File: src/rtl/asram_pkg.sv
package asram_pkg;

  typedef enum logic [2:0] {
    ST_IDLE  = 3'd0,
    ST_RD    = 3'd1,
    ST_RTURN = 3'd2,
    ST_WSET  = 3'd3,
    ST_WPUL  = 3'd4,
    ST_WREC  = 3'd5
  } asram_st_e;

  function automatic int cnt_bits(input int n);
    if (n < 2) return 1;
    return $clog2(n);
  endfunction

  function automatic int max3(input int a, input int b, input int c);
    int m;
    m = (a > b) ? a : b;
    return (m > c) ? m : c;
  endfunction

endpackage

File: src/rtl/asram_seq.sv
module asram_seq
  import asram_pkg::*;
#(
  parameter int RD_CYC = 3,
  parameter int WP_CYC = 2,
  parameter int TA_CYC = 2
) (
  input  logic      clk,
  input  logic      rst_n,
  input  logic      req_valid,
  input  logic      req_write,
  output logic      req_ready,
  output logic      accept,
  output logic      cap_en,
  output asram_st_e state_d
);

  localparam int CNT_W = cnt_bits(max3(RD_CYC, WP_CYC, TA_CYC));
  localparam logic [CNT_W-1:0] RD_LOAD = CNT_W'(RD_CYC - 1);
  localparam logic [CNT_W-1:0] WP_LOAD = CNT_W'(WP_CYC - 1);
  localparam logic [CNT_W-1:0] TA_LOAD = CNT_W'(TA_CYC - 1);

  asram_st_e        state_q;
  logic [CNT_W-1:0] cnt_q;
  logic [CNT_W-1:0] cnt_d;
  logic             cnt_zero;

  always_comb begin
    cnt_zero  = (cnt_q == '0);
    req_ready = (state_q == ST_IDLE);
    accept    = req_valid && req_ready;
    cap_en    = (state_q == ST_RD) && cnt_zero;
    state_d   = state_q;
    cnt_d     = cnt_zero ? cnt_q : cnt_q - 1'b1;
    unique case (state_q)
      ST_IDLE: begin
        if (accept) begin
          if (req_write) begin
            state_d = ST_WSET;
          end else begin
            state_d = ST_RD;
            cnt_d   = RD_LOAD;
          end
        end
      end
      ST_RD: begin
        if (cnt_zero) begin
          state_d = ST_RTURN;
          cnt_d   = TA_LOAD;
        end
      end
      ST_RTURN: begin
        if (cnt_zero) state_d = ST_IDLE;
      end
      ST_WSET: begin
        state_d = ST_WPUL;
        cnt_d   = WP_LOAD;
      end
      ST_WPUL: begin
        if (cnt_zero) state_d = ST_WREC;
      end
      ST_WREC: begin
        state_d = ST_IDLE;
      end
      default: state_d = ST_IDLE;
    endcase
  end

  always_ff @(posedge clk or negedge rst_n) begin
    if (!rst_n) begin
      state_q <= ST_IDLE;
      cnt_q   <= '0;
    end else begin
      state_q <= state_d;
      cnt_q   <= cnt_d;
    end
  end

endmodule

File: src/rtl/asram_bank_dec.sv
module asram_bank_dec #(
  parameter int NUM_BANKS = 2,
  parameter int BANK_W    = 1
) (
  input  logic                 en,
  input  logic [BANK_W-1:0]    bank,
  output logic [NUM_BANKS-1:0] hit
);

  for (genvar b = 0; b < NUM_BANKS; b++) begin : g_bank
    assign hit[b] = en && (bank == BANK_W'(b));
  end

endmodule

File: src/rtl/asram_pins.sv
module asram_pins
  import asram_pkg::*;
#(
  parameter int WORD_AW   = 17,
  parameter int DATA_W    = 8,
  parameter int NUM_BANKS = 2,
  localparam int BANK_W   = $clog2(NUM_BANKS),
  localparam int ADDR_W   = WORD_AW + BANK_W
) (
  input  logic                 clk,
  input  logic                 rst_n,
  input  logic                 accept,
  input  asram_st_e            state_d,
  input  logic [ADDR_W-1:0]    req_addr,
  input  logic [DATA_W-1:0]    req_wdata,
  output logic [WORD_AW-1:0]   mem_addr,
  output logic [NUM_BANKS-1:0] mem_ce_n,
  output logic [NUM_BANKS-1:0] mem_ce,
  output logic                 mem_oe_n,
  output logic                 mem_we_n,
  output logic [DATA_W-1:0]    mem_dq_o,
  output logic                 mem_dq_oe
);

  logic [BANK_W-1:0]    bank_q;
  logic [BANK_W-1:0]    bank_d;
  logic                 sel_d;
  logic [NUM_BANKS-1:0] hit;

  always_comb begin
    bank_d = accept ? req_addr[ADDR_W-1:WORD_AW] : bank_q;
    sel_d  = (state_d == ST_RD)   || (state_d == ST_WSET) ||
             (state_d == ST_WPUL) || (state_d == ST_WREC);
  end

  asram_bank_dec #(
    .NUM_BANKS (NUM_BANKS),
    .BANK_W    (BANK_W)
  ) u_dec (
    .en   (sel_d),
    .bank (bank_d),
    .hit  (hit)
  );

  always_ff @(posedge clk or negedge rst_n) begin
    if (!rst_n) begin
      bank_q    <= '0;
      mem_addr  <= '0;
      mem_dq_o  <= '0;
      mem_ce    <= '0;
      mem_ce_n  <= '1;
      mem_oe_n  <= 1'b1;
      mem_we_n  <= 1'b1;
      mem_dq_oe <= 1'b0;
    end else begin
      if (accept) begin
        bank_q   <= req_addr[ADDR_W-1:WORD_AW];
        mem_addr <= req_addr[WORD_AW-1:0];
        mem_dq_o <= req_wdata;
      end
      mem_ce    <= hit;
      mem_ce_n  <= ~hit;
      mem_oe_n  <= (state_d != ST_RD);
      mem_we_n  <= (state_d != ST_WPUL);
      mem_dq_oe <= (state_d == ST_WPUL);
    end
  end

endmodule

File: src/rtl/asram_rdcap.sv
module asram_rdcap #(
  parameter int DATA_W = 8
) (
  input  logic              clk,
  input  logic              rst_n,
  input  logic              cap_en,
  input  logic [DATA_W-1:0] mem_dq_i,
  output logic              rsp_valid,
  output logic [DATA_W-1:0] rsp_rdata
);

  always_ff @(posedge clk or negedge rst_n) begin
    if (!rst_n) begin
      rsp_valid <= 1'b0;
      rsp_rdata <= '0;
    end else begin
      rsp_valid <= cap_en;
      if (cap_en) rsp_rdata <= mem_dq_i;
    end
  end

endmodule

File: src/rtl/asram_ctrl.sv
module asram_ctrl
  import asram_pkg::*;
#(
  parameter int WORD_AW   = 17,
  parameter int DATA_W    = 8,
  parameter int NUM_BANKS = 2,
  parameter int RD_CYC    = 3,
  parameter int WP_CYC    = 2,
  parameter int TA_CYC    = 2,
  localparam int ADDR_W   = WORD_AW + $clog2(NUM_BANKS)
) (
  input  logic                 clk,
  input  logic                 rst_n,
  input  logic                 req_valid,
  output logic                 req_ready,
  input  logic                 req_write,
  input  logic [ADDR_W-1:0]    req_addr,
  input  logic [DATA_W-1:0]    req_wdata,
  output logic                 rsp_valid,
  output logic [DATA_W-1:0]    rsp_rdata,
  output logic [WORD_AW-1:0]   mem_addr,
  output logic [NUM_BANKS-1:0] mem_ce_n,
  output logic [NUM_BANKS-1:0] mem_ce,
  output logic                 mem_oe_n,
  output logic                 mem_we_n,
  output logic [DATA_W-1:0]    mem_dq_o,
  output logic                 mem_dq_oe,
  input  logic [DATA_W-1:0]    mem_dq_i
);

  logic      accept;
  logic      cap_en;
  asram_st_e state_d;

  asram_seq #(
    .RD_CYC (RD_CYC),
    .WP_CYC (WP_CYC),
    .TA_CYC (TA_CYC)
  ) u_seq (
    .clk       (clk),
    .rst_n     (rst_n),
    .req_valid (req_valid),
    .req_write (req_write),
    .req_ready (req_ready),
    .accept    (accept),
    .cap_en    (cap_en),
    .state_d   (state_d)
  );

  asram_pins #(
    .WORD_AW   (WORD_AW),
    .DATA_W    (DATA_W),
    .NUM_BANKS (NUM_BANKS)
  ) u_pins (
    .clk       (clk),
    .rst_n     (rst_n),
    .accept    (accept),
    .state_d   (state_d),
    .req_addr  (req_addr),
    .req_wdata (req_wdata),
    .mem_addr  (mem_addr),
    .mem_ce_n  (mem_ce_n),
    .mem_ce    (mem_ce),
    .mem_oe_n  (mem_oe_n),
    .mem_we_n  (mem_we_n),
    .mem_dq_o  (mem_dq_o),
    .mem_dq_oe (mem_dq_oe)
  );

  asram_rdcap #(
    .DATA_W (DATA_W)
  ) u_rdcap (
    .clk       (clk),
    .rst_n     (rst_n),
    .cap_en    (cap_en),
    .mem_dq_i  (mem_dq_i),
    .rsp_valid (rsp_valid),
    .rsp_rdata (rsp_rdata)
  );

endmodule

File: config.mk
export PLATFORM = sky130hd
export DESIGN_NAME = asram_ctrl
export DESIGN_NICKNAME = d
export VERILOG_FILES = /design/src/rtl/asram_pkg.sv /design/src/rtl/asram_seq.sv /design/src/rtl/asram_bank_dec.sv /design/src/rtl/asram_pins.sv /design/src/rtl/asram_rdcap.sv /design/src/rtl/asram_ctrl.sv
export SDC_FILE = /design/constraint.sdc
export NUM_CORES = 1
export LEC_CHECK = 0
export ABC_AREA = 1
export BUFFER_PORTS_ARGS = -buffer_cell sky130_fd_sc_hd__buf_2
export CORE_ASPECT_RATIO = 0.9
export CORE_MARGIN = 2
export CORE_UTILIZATION = 30
export CTS_CLUSTER_DIAMETER = 150
export DETAILED_ROUTE_END_ITERATION = 12
export HOLD_SLACK_MARGIN = 0.08
export PLACE_DENSITY = 0.6
export SYNTH_ARGS = -nofsm -noshare
export SYNTH_HDL_FRONTEND = slang
export SYNTH_SLANG_ARGS = --single-unit
File: constraint.sdc
create_clock -name clk -period 2.6 [get_ports clk]
set_input_delay 0.13 -clock clk [delete_from_list [all_inputs] [get_ports clk]]
set_output_delay 0.13 -clock clk [all_outputs]
set_load 0.01 [all_outputs]
==> impl_metrics.toml, run 1 <==
[layout]
layout-drive-gt1-share_pct = 32.7
area_delta_synth_final_pct = 48.1
final_cells = 411
nNetsFinal = 361
antenna_cells_inserted = 0

[routing]
final_antenna_net_count = 0
drc = 0
wire_per_inst_um = 11.2
via_per_inst = 4.18
dr.pass1.iters = 4
drt-total-wl_mm = 4.61
num_vias = 1718
drtIter0Drc = 58

[floorplanning]
core-area_um2 = 6150
die_h_um = 79.7
ioPinCount = 80
num_rows = 27
die_w_um = 88.1
die_area_um2 = 7020
start_util_pct = 31.0

[worst_setup_path]
rr_worst_depth = 5
critical_path_class = "reg -> reg"
r2r_start = "u_seq.state_q[1]$_DFF_PN0_"
timing.rr.end = "u_seq.cnt_q[1]$_DFF_PN0_"
worstSetupStartpoint = "u_seq.state_q[1]$_DFF_PN0_"
worstSetupStartpointType = "register"
worstPathArrival_ns = 1.79
critPathMaxFanout = 26
end_kind = "register"
worstPathRequired_ns = 2.83
rrSetupSlack_ns = 1.04

[power_and_ir_drop]
max-vdd-ir-drop_uv = 391
sw_frac_of_total_pct = 38.9
p_sw_w = 0.00120
p_comb_share_pct = 41.0
powerDensity_nw_per_um2 = 1090
power_leakage_nw = 1.58
clkPwrFrac_pct = 18.0
seqPwrFrac_pct = 41.0
p_int_w = 0.00188

[logic_synthesis]
ys_ff_latch = 47
syn-cell-area_um2 = 1910
synthArstFlopShare_pct = 100
netlist_instances = 208
ys_seq_area_share_pct = 61.9
yosys.area.top_type = "dfrtp_1"
ys_top_cells_by_count = "nand2_1 (111), dfrtp_1 (43), inv_1 (12), nor2_1 (7)"
synth-edff-count = 0
synth_area_leaders = "dfrtp_1 (56%), nand2_1 (22%), dfstp_2 (5.5%)"
synth.avg_cell_area_um2 = 9.17
synth_warnings = 0
syn_nets = 246
yosysUniqueCellTypes = 21
yosysMostFrequentCell = "nand2_1"
yosysTopAreaCellShare_pct = 56.4
ys.flop_type = "dfrtp_1"

[clock_tree]
cts_buffer_depth = 2
root_buffer = "clkbuf_8"
cts_buffers = 5
cts_resized = 0
cts_sinks = 47
cts_tree = "built"
clk_pin_slew_ns = 0.09
clock_latency_ns = 0.30
htree_levels = 2

[timing]
clock-skew-final_ns = 0.00555
tns_ns = 0
hold_viol = 0
max_slew_margin_pct = 32.4
fmax_mhz = 640
holdWs_ns = 0.0995
rsz0062_at_grt = "false"
slew_viol_final = 0
post-route-period-util_pct = 60.1
setup_viol = 0
finalCriticalPeriod_ns = 1.56
worst_pin_slew_ns = 1.01

[run_status]
outcome = "completed"

[place]
dp_cells = 369
gp_congestion = 0.904
hpwl_mm = 2.88
portBuffers = 79

[job]
timing.max_cap.violations = 0

[global_route]
grt_pass1_vias = 1689
grt_use_total_pct = 13.9
grt_max_degree = 48
globalRouteOverflowTotal = 0
grt_pass1_wl_mm = 7.60
antenna_found_initial = 0

[hold_path]
hold_end = "u_seq.cnt_q[0]$_DFF_PN0_"
hold_depth = 3
hold_path.class = "in -> reg"
min_from = "req_write"
[cells in the final DEF, fill, tap and decap left out, drive strengths merged]
| master | Yosys | routed |
|---|---|---|
| o21ai | 2 | 2 |
| dfstp | 4 | 4 |
| nor2 | 11 | 11 |
| o211ai | 1 | 1 |
| nand2 | 115 | 115 |
| buf | 5 | 79 |
| dlygate4sd3 | 0 | 34 |
| inv | 13 | 13 |
| nand3b | 1 | 1 |
| nand4 | 4 | 4 |
| nand3 | 7 | 7 |
| a21oi | 1 | 1 |
| clkinv | 1 | 2 |
| clkbuf | 0 | 6 |
| bufinv | 0 | 1 |
| dfrtp | 43 | 43 |
[cell families after synthesis]
group	Yosys count	share of synthesized area (%)
and+or+nand+nor	138	31.6
DFF	47	61.9
buffers and inverters	19	5.11
AOI/OAI and AO/OA	4	1.38
[how the worst max path moves through the flow]
stage | endpoint | slack [ns] | cells past startpoint
after global routing | u_seq.cnt_q[1]$_DFF_PN0_ | 0.89 | 5
after detailed placement | u_seq.cnt_q[1]$_DFF_PN0_ | 1.02 | 5
after global placement | u_seq.cnt_q[1]$_DFF_PN0_ | 1.06 | 5
after floorplan | u_pins.mem_addr[10]$_DFFE_PN0P_ | 1.45 | 6
final | u_seq.cnt_q[1]$_DFF_PN0_ | 1.04 | 5
after CTS | u_seq.cnt_q[1]$_DFF_PN0_ | 1.00 | 5
[state kept, by name (all words and copies together), names as in the netlist]
| register | cells |
|---|---|
| u_pins.bank_q | 1 |
| u_pins.mem_addr | 17 |
| u_pins.mem_ce | 2 |
| u_pins.mem_ce_n | 2 |
| u_pins.mem_dq_o | 8 |
| u_pins.mem_dq_oe | 1 |
| u_pins.mem_oe_n | 1 |
| u_pins.mem_we_n | 1 |
| u_rdcap.rsp_rdata | 8 |
| u_rdcap.rsp_valid | 1 |
| u_seq.cnt_q | 2 |
| u_seq.state_q | 3 |
[cell type report]
class	count	area (um2)
multi-input combinational	142	629
clock buffer	6	82.6
sequential	47	1180
inverter	14	53.8
fill	613	3320
clock inverter	2	35.0
timing repair buffer	113	736
tap	87	109
[through the flow]
step | power, W | instance area [um2] | utilization, % | worst slack (ns)
5_1_grt | 0.00334 | 2830 | 46.0 | 0.891
4_1_cts | 0.00311 | 2830 | 46.0 | 1.00
6_report | 0.00308 | 2830 | 46.0 | 1.04
2_1_floorplan | 0.00205 | 1910 | - | 1.45
3_5_place_dp | 0.00251 | 2370 | 38.5 | 1.02
3_3_place_gp | 0.00248 | 2370 | 38.5 | 1.06
[critical path: stages, from the launching register on]
cell,delay [ns]
dfrtp_1,0.43
nor2_4,0.21
nand2_2,0.10
nor2_4,0.51
nand2_1,0.10
a21oi_1,0.15
[per-layer routing]
layer	GRT usage, %	vias to the layer above	routed length (um)	part of all wire (%)
li1	-	863	-	-
met1	17.6	791	1980	43
met2	23.4	57	2310	50
met3	3.31	7	256	5.6
met4	4.70	0	56	1.2
met5	0	-	0	0
[power by group through the flow]
stage	combinational, W	clock, W	sequential, W
after floorplan	0.000647	0	0.00140
after global placement	0.00121	0	0.00127
after detailed placement	0.00124	0	0.00126
after CTS	0.00127	0.000573	0.00126
after global routing	0.00144	0.000602	0.00131
final	0.00126	0.000555	0.00126
[timing repair]
item / CTS / global route
setup endpoints to repair: 0 / 0
setup buffers: 0 / 0
hold buffers: 34 / 0
hold endpoints to repair: 76 / 0
Power figures use the tool's default switching activity.
==> run 2, diff against run 1 <==
--- a/config.mk
+++ b/config.mk
@@ -13,7 +13,7 @@
 export CTS_CLUSTER_DIAMETER = 150
 export DETAILED_ROUTE_END_ITERATION = 12
 export HOLD_SLACK_MARGIN = 0.08
-export PLACE_DENSITY = 0.6
+export PLACE_DENSITY = 0.62
 export SYNTH_ARGS = -nofsm -noshare
 export SYNTH_HDL_FRONTEND = slang
 export SYNTH_SLANG_ARGS = --single-unit
==> constraint.sdc (replaced) <==
create_clock -name clk -period 1.4 [get_ports clk]
set_input_delay 0.07 -clock clk [delete_from_list [all_inputs] [get_ports clk]]
set_output_delay 0.07 -clock clk [all_outputs]
set_load 0.01 [all_outputs]
==> run 2 against run 1 <==
Net effect:
- cell count up 1.9%
- critical path type is now reg -> out
- highest routed layer unchanged
- clock skew down 0.0020 ns
- via count down 0.12%
- largest cell class unchanged
- first-iteration DRC count up 24%
- clock-buffer cell count up 1
- total power up 86%
- worst setup slack worse by 0.94 ns
- core utilization up 1.2 points
- critical endpoint is now req_ready
==> impl_metrics.toml, run 2 (synthesized netlist as in run 1, its figures left out) <==
[run_status]
outcome = "completed"

[layout]
largest_reg_flops = 17
largest_registers = "u_pins.mem_addr x17, u_pins.mem_dq_o x8, u_rdcap.rsp_rdata x8"
layout_commonest_cell = "nand2_1"
final_cells = 419
area_delta_synth_final_pct = 52.0
top_register = "u_pins.mem_addr"
mostFrequentLayoutCells = "nand2_1 (111), buf_2 (79), dfrtp_1 (43)"
fillers = 611
layout-drive-gt1-share_pct = 34.6
antenna_cells_inserted = 0
fin_area_um2 = 2900
nNetsFinal = 369

[floorplanning]
start_util_pct = 31.0
die_area_um2 = 7020
die_h_um = 79.7
ioPinCount = 80
die_w_um = 88.1
core-area_um2 = 6150
num_rows = 27

[routing]
wire_per_inst_um = 11.1
drt-total-wl_mm = 4.66
num_vias = 1716
drtIter0Drc = 72
final_antenna_net_count = 0
dr.pass1.iters = 4
drc = 0
via_per_inst = 4.10

[job]
timing.max_cap.violations = 0

[clock_tree]
root_buffer = "clkbuf_8"
cts_tree = "built"
postCtsSetupBuffers = 0
cts_sinks = 47
htree_levels = 2
cts_buffers = 5
cts_buffer_depth = 2
clock_latency_ns = 0.30
clk_pin_slew_ns = 0.08

[worst_setup_path]
worstPathArrival_ns = 1.23
worstSetupStartpointType = "register"
cpPeakStageDelay_ns = 0.44
critPathMaxFanout = 5
critical_path_class = "reg -> out"
end_kind = "output port"
path_cells = "inv_2 > nand2_1 > nor2_2 > buf_2"
cp_num_buf_inv = 2
worstPathRequired_ns = 1.33
path_delay_family = "flip-flops"
rrSetupSlack_ns = 0.11
cp_slowest_cell = "dfrtp_1"

[global_route]
grt_max_degree = 20
grt_pass1_wl_mm = 7.64
grt_pass1_vias = 1687
globalRouteOverflowTotal = 0
grt_use_total_pct = 14.2
antenna_found_initial = 0

[power_and_ir_drop]
powerDensity_nw_per_um2 = 1970
p_int_w = 0.00346
sw_frac_of_total_pct = 39.7
max-vdd-ir-drop_uv = 947
seqPwrFrac_pct = 41.0
power_leakage_nw = 1.61
p_sw_w = 0.00227
p_comb_share_pct = 43.2
clkPwrFrac_pct = 15.8

[timing]
finalCriticalPeriod_ns = 1.30
setup_viol = 0
slew_viol_final = 0
worst_pin_slew_ns = 0.413
holdWs_ns = 0.104
hold_viol = 0
clock-skew-final_ns = 0.00359
post-route-period-util_pct = 92.9
fmax_mhz = 769
max_slew_margin_pct = 72.5

[hold_path]
hold_path.class = "in -> reg"

[place]
portBuffers = 79
hpwl_mm = 3.24
gp_congestion = 0.751
placed_area_um2 = 2430
dp_cells = 375
-- run 2: changes by cell type in the layout (fill, tap and decap cells not counted), sizes merged --
| cell | before | now |
|---|---|---|
| buf | 79 | 85 |
| dlygate4sd3 | 34 | 36 |
| bufinv | 1 | 0 |
| clkbuf | 6 | 7 |
| clkinv | 2 | 1 |
| clkinvlp | 0 | 1 |
-- run 2: final timing paths --
path / startpoint / to / depth (start not counted)
min in group asynchronous: rst_n / u_seq.state_q[2]$_DFF_PN0_ / 2
hold reg to reg: u_rdcap.rsp_rdata[7]$_DFFE_PN0P_ / u_rdcap.rsp_rdata[7]$_DFFE_PN0P_ / 2
max in group asynchronous: rst_n / u_pins.mem_oe_n$_DFF_PN1_ / 3
hold / removal: req_valid / u_pins.bank_q$_DFF_PN0_ / 3
setup reg to reg: u_seq.state_q[2]$_DFF_PN0_ / u_pins.mem_dq_o[5]$_DFFE_PN0P_ / 5
setup / recovery: u_seq.state_q[1]$_DFF_PN0_ / req_ready / 4
-- run 2: through the flow --
step                      setup WS (ns)  total power, W  setup TNS (ns)  util [%]
after detailed placement          0.126         0.00477               0      39.5
after global routing           -0.00373         0.00622        -0.00373      47.2
after CTS                        0.0252         0.00577               0      47.0
after global placement            0.153         0.00472               0      39.5
after floorplan                   0.247         0.00381               0         -
final                            0.0991         0.00573               0      47.2
-- run 2: layout make-up --
type                       instances  area (um2)  area share (%)
tap                               87         109            3.75
clock inverter                     1        7.51           0.259
clock buffer                       7        96.3            3.32
sequential                        47        1180            40.7
timing repair buffer             121         813            28.0
inverter                          14        53.8            1.86
multi-input combinational        142         639            22.0
-- run 2: power groups by stage --
stage	registers, W	clock network [W]	logic (W)
6_report	0.00235	0.000903	0.00247
5_1_grt	0.00242	0.000999	0.00280
4_1_cts	0.00234	0.000946	0.00248
3_5_place_dp	0.00234	0	0.00242
3_3_place_gp	0.00237	0	0.00235
2_1_floorplan	0.00261	0	0.00120
-- run 2: timing repair --
| item | in CTS | in global routing |
|---|---|---|
| resized for setup | 0 | 4 |
| hold buffers | 36 | 0 |
| endpoints found under the setup margin | 0 | 7 |
| endpoints found under the hold margin | 53 | 0 |
-- run 2: per-layer routing --
layer | track usage (%) | share of wire (%) | vias up
li1 | - | - | 880
met1 | 18.9 | 47 | 779
met2 | 22.3 | 47 | 49
met3 | 3.52 | 4.8 | 8
met4 | 5.45 | 1.5 | 0
met5 | 0 | 0 | -
-- run 2: tightest hold or removal path, cell delays in order --
cell and delay (ns):
buf_2 0.14, nand4_1 0.09, nand2_1 0.06
==> run 3, diff against run 2 <==
--- a/config.mk
+++ b/config.mk
@@ -9,11 +9,12 @@
 export BUFFER_PORTS_ARGS = -buffer_cell sky130_fd_sc_hd__buf_2
 export CORE_ASPECT_RATIO = 0.9
 export CORE_MARGIN = 2
-export CORE_UTILIZATION = 30
+export CORE_UTILIZATION = 42
+export CTS_BUF_LIST = sky130_fd_sc_hd__clkbuf_4 sky130_fd_sc_hd__clkbuf_8 sky130_fd_sc_hd__clkbuf_16
 export CTS_CLUSTER_DIAMETER = 150
 export DETAILED_ROUTE_END_ITERATION = 12
 export HOLD_SLACK_MARGIN = 0.08
-export PLACE_DENSITY = 0.62
+export PLACE_DENSITY = 0.8
 export SYNTH_ARGS = -nofsm -noshare
 export SYNTH_HDL_FRONTEND = slang
 export SYNTH_SLANG_ARGS = --single-unit
==> constraint.sdc (replaced) <==
create_clock -name clk -period 1.4 [get_ports clk]
set_input_delay 0.21 -clock clk [delete_from_list [all_inputs] [get_ports clk]]
set_output_delay 0.21 -clock clk [all_outputs]
set_load 0.01 [all_outputs]
==> run 3 against run 2 <==
Net effect:
- largest cell class unchanged
- flip-flop and latch count unchanged
- worst hold slack about the same
- global-route usage increased by 2.9 points
- via count increased by 0.52%
- the flow now finishes with violations (setup timing)
==> impl_metrics.toml, run 3 (synthesized netlist as in run 1, its figures left out) <==
[routing]
drc = 0
wire_per_inst_um = 13.6
top_layer_used = "met4"
drt-total-wl_mm = 5.07
via_per_inst = 4.61
drtIter0Drc = 115
dr.pass1.iters = 4
num_vias = 1725
final_antenna_net_count = 0
drt-met1-wl_mm = 2.13
route.met2.wl_mm = 2.57
wl_met3_um = 295

[floorplanning]
ioPinCount = 80
die_h_um = 67.9
die_w_um = 75.1
num_rows = 23
core-area_um2 = 4400
die_area_um2 = 5100
start_util_pct = 43.3

[place]
portBuffers = 79
hpwl_mm = 3.07
post-place-ws_ns = 0.150
gp_congestion = 0.783

[timing]
post-route-period-util_pct = 102
worst_pin_slew_ns = 0.366
finalCriticalPeriod_ns = 1.43
rsz0062_at_grt = "true"
clock-skew-final_ns = 0.00866
slew_viol_final = 0
setup_slack_ns = -0.0284
fmax_mhz = 700
setup_viol = 20
hold_viol = 0
tns_ns = -0.214
max_slew_margin_pct = 75.6

[worst_setup_path]
cpPeakStageDelay_ns = 0.41
worstPathArrival_ns = 1.61
path_cells = "buf_4 > nor2_4 > buf_12 > buf_4 > o21ai_2 > nand3_2 > nand2_1 > inv_1"
path_delay_family = "buffers and inverters"
critPathMaxFanout = 4
end_kind = "register"
cpMostUsedCell = "buf_4"
worstPathRequired_ns = 1.58
critical_path_class = "reg -> reg"
worstSetupStartpointType = "register"
cp_slowest_cell = "dfrtp_1"
cp_num_buf_inv = 4

[layout]
mostFrequentLayoutCells = "nand2_1 (96), buf_2 (79), dfrtp_1 (42)"
layout-drive-gt1-share_pct = 46.8
area_delta_synth_final_pct = 46.9
largest_registers = "u_pins.mem_addr x17, u_pins.mem_dq_o x8, u_rdcap.rsp_rdata x8"
layout_commonest_cell = "nand2_1"
top_register = "u_pins.mem_addr"
largest_reg_flops = 17
fillers = 360
antenna_cells_inserted = 0
nNetsFinal = 349

[run_status]
outcome = "complete, but fails checks"
violations = "setup timing"

[job]
timing.max_cap.violations = 0

[clock_tree]
cts_buffers = 5
cts_buffer_depth = 2
root_buffer = "clkbuf_8"
clock_latency_ns = 0.29
clk_pin_slew_ns = 0.08
cts_sinks = 47
cts_tree = "built"
htree_levels = 2

[global_route]
grt_use_total_pct = 17.1
globalRouteOverflowTotal = 0
grt_pass1_wl_mm = 6.60
antenna_found_initial = 0
grt_pass1_vias = 1537
grt_max_degree = 33

[hold_path]
hold_path.class = "in -> reg"

[power_and_ir_drop]
max-vdd-ir-drop_uv = 1180
p_total_w = 0.00640
powerDensity_nw_per_um2 = 2280
power_leakage_nw = 1.59
## run 3: tightest hold or removal path, cell delays in order
cell and delay, ns:
buf_2 0.08, nand2_1 0.04, nand2_1 0.04
## run 3: layout make-up
class                           count  area (um2)  share of cell area (%)
Sequential cell                    47        1180                    42.2
Multi-Input combinational cell    143         697                    24.9
Timing Repair Buffer              100         686                    24.5
Clock buffer                        7        96.3                    3.44
Tap cell                           62        77.6                    2.77
Inverter                           14        56.3                    2.01
Clock inverter                      1        7.51                   0.268
## run 3: worst paths after layout
path                                                      from                              to  slack [ns]  cells after the start
max in group asynchronous                                rst_n    u_pins.mem_ce_n[1]$_DFF_PN1_        0.48                      3
worst max-delay path                u_seq.state_q[1]$_DFF_PN0_      u_pins.mem_ce[0]$_DFF_PN0_       -0.03                      8
worst max register to register      u_seq.state_q[1]$_DFF_PN0_      u_pins.mem_ce[0]$_DFF_PN0_       -0.03                      8
min in group asynchronous                                rst_n  u_pins.mem_dq_o[1]$_DFFE_PN0P_        0.35                      2
worst min register to register  u_pins.mem_dq_o[4]$_DFFE_PN0P_  u_pins.mem_dq_o[4]$_DFFE_PN0P_        0.48                      2
worst min-delay path                              req_wdata[4]  u_pins.mem_dq_o[4]$_DFFE_PN0P_        0.10                      3
## run 3: report_power, final
part | leakage [nW] | switching, W | internal, W
clock | 0.0505 | 0.000430 | 0.000449
sequential | 0.579 | 0.000357 | 0.00200
combinational | 0.965 | 0.00175 | 0.00142
## run 3: metrics by stage
stage | instances | hold slack [ns] | instance area [um2] | utilization, %
floorplan | 208 | -0.0856 | 1910 | -
global placement | 349 | 0.141 | 2400 | 54.5
detailed placement | 349 | 0.143 | 2400 | 54.5
CTS | 361 | 0.101 | 2540 | 57.7
global route | 374 | 0.0968 | 2800 | 63.7
finish | 374 | 0.105 | 2800 | 63.7
## run 3: layer usage
metal,GRT usage [%],up-vias
li1,-,843
met1,20.7,806
met2,28.5,66
met3,6.04,10
met4,5.80,0
met5,0,-
## run 3: repair_timing
item,CTS,global route
hold buffers,1,0
setup buffers,3,8
gates resized for setup,4,25
endpoints found under the setup margin,1,28
gates cloned,0,5
pin swaps,0,7
endpoints found under the hold margin,15,0
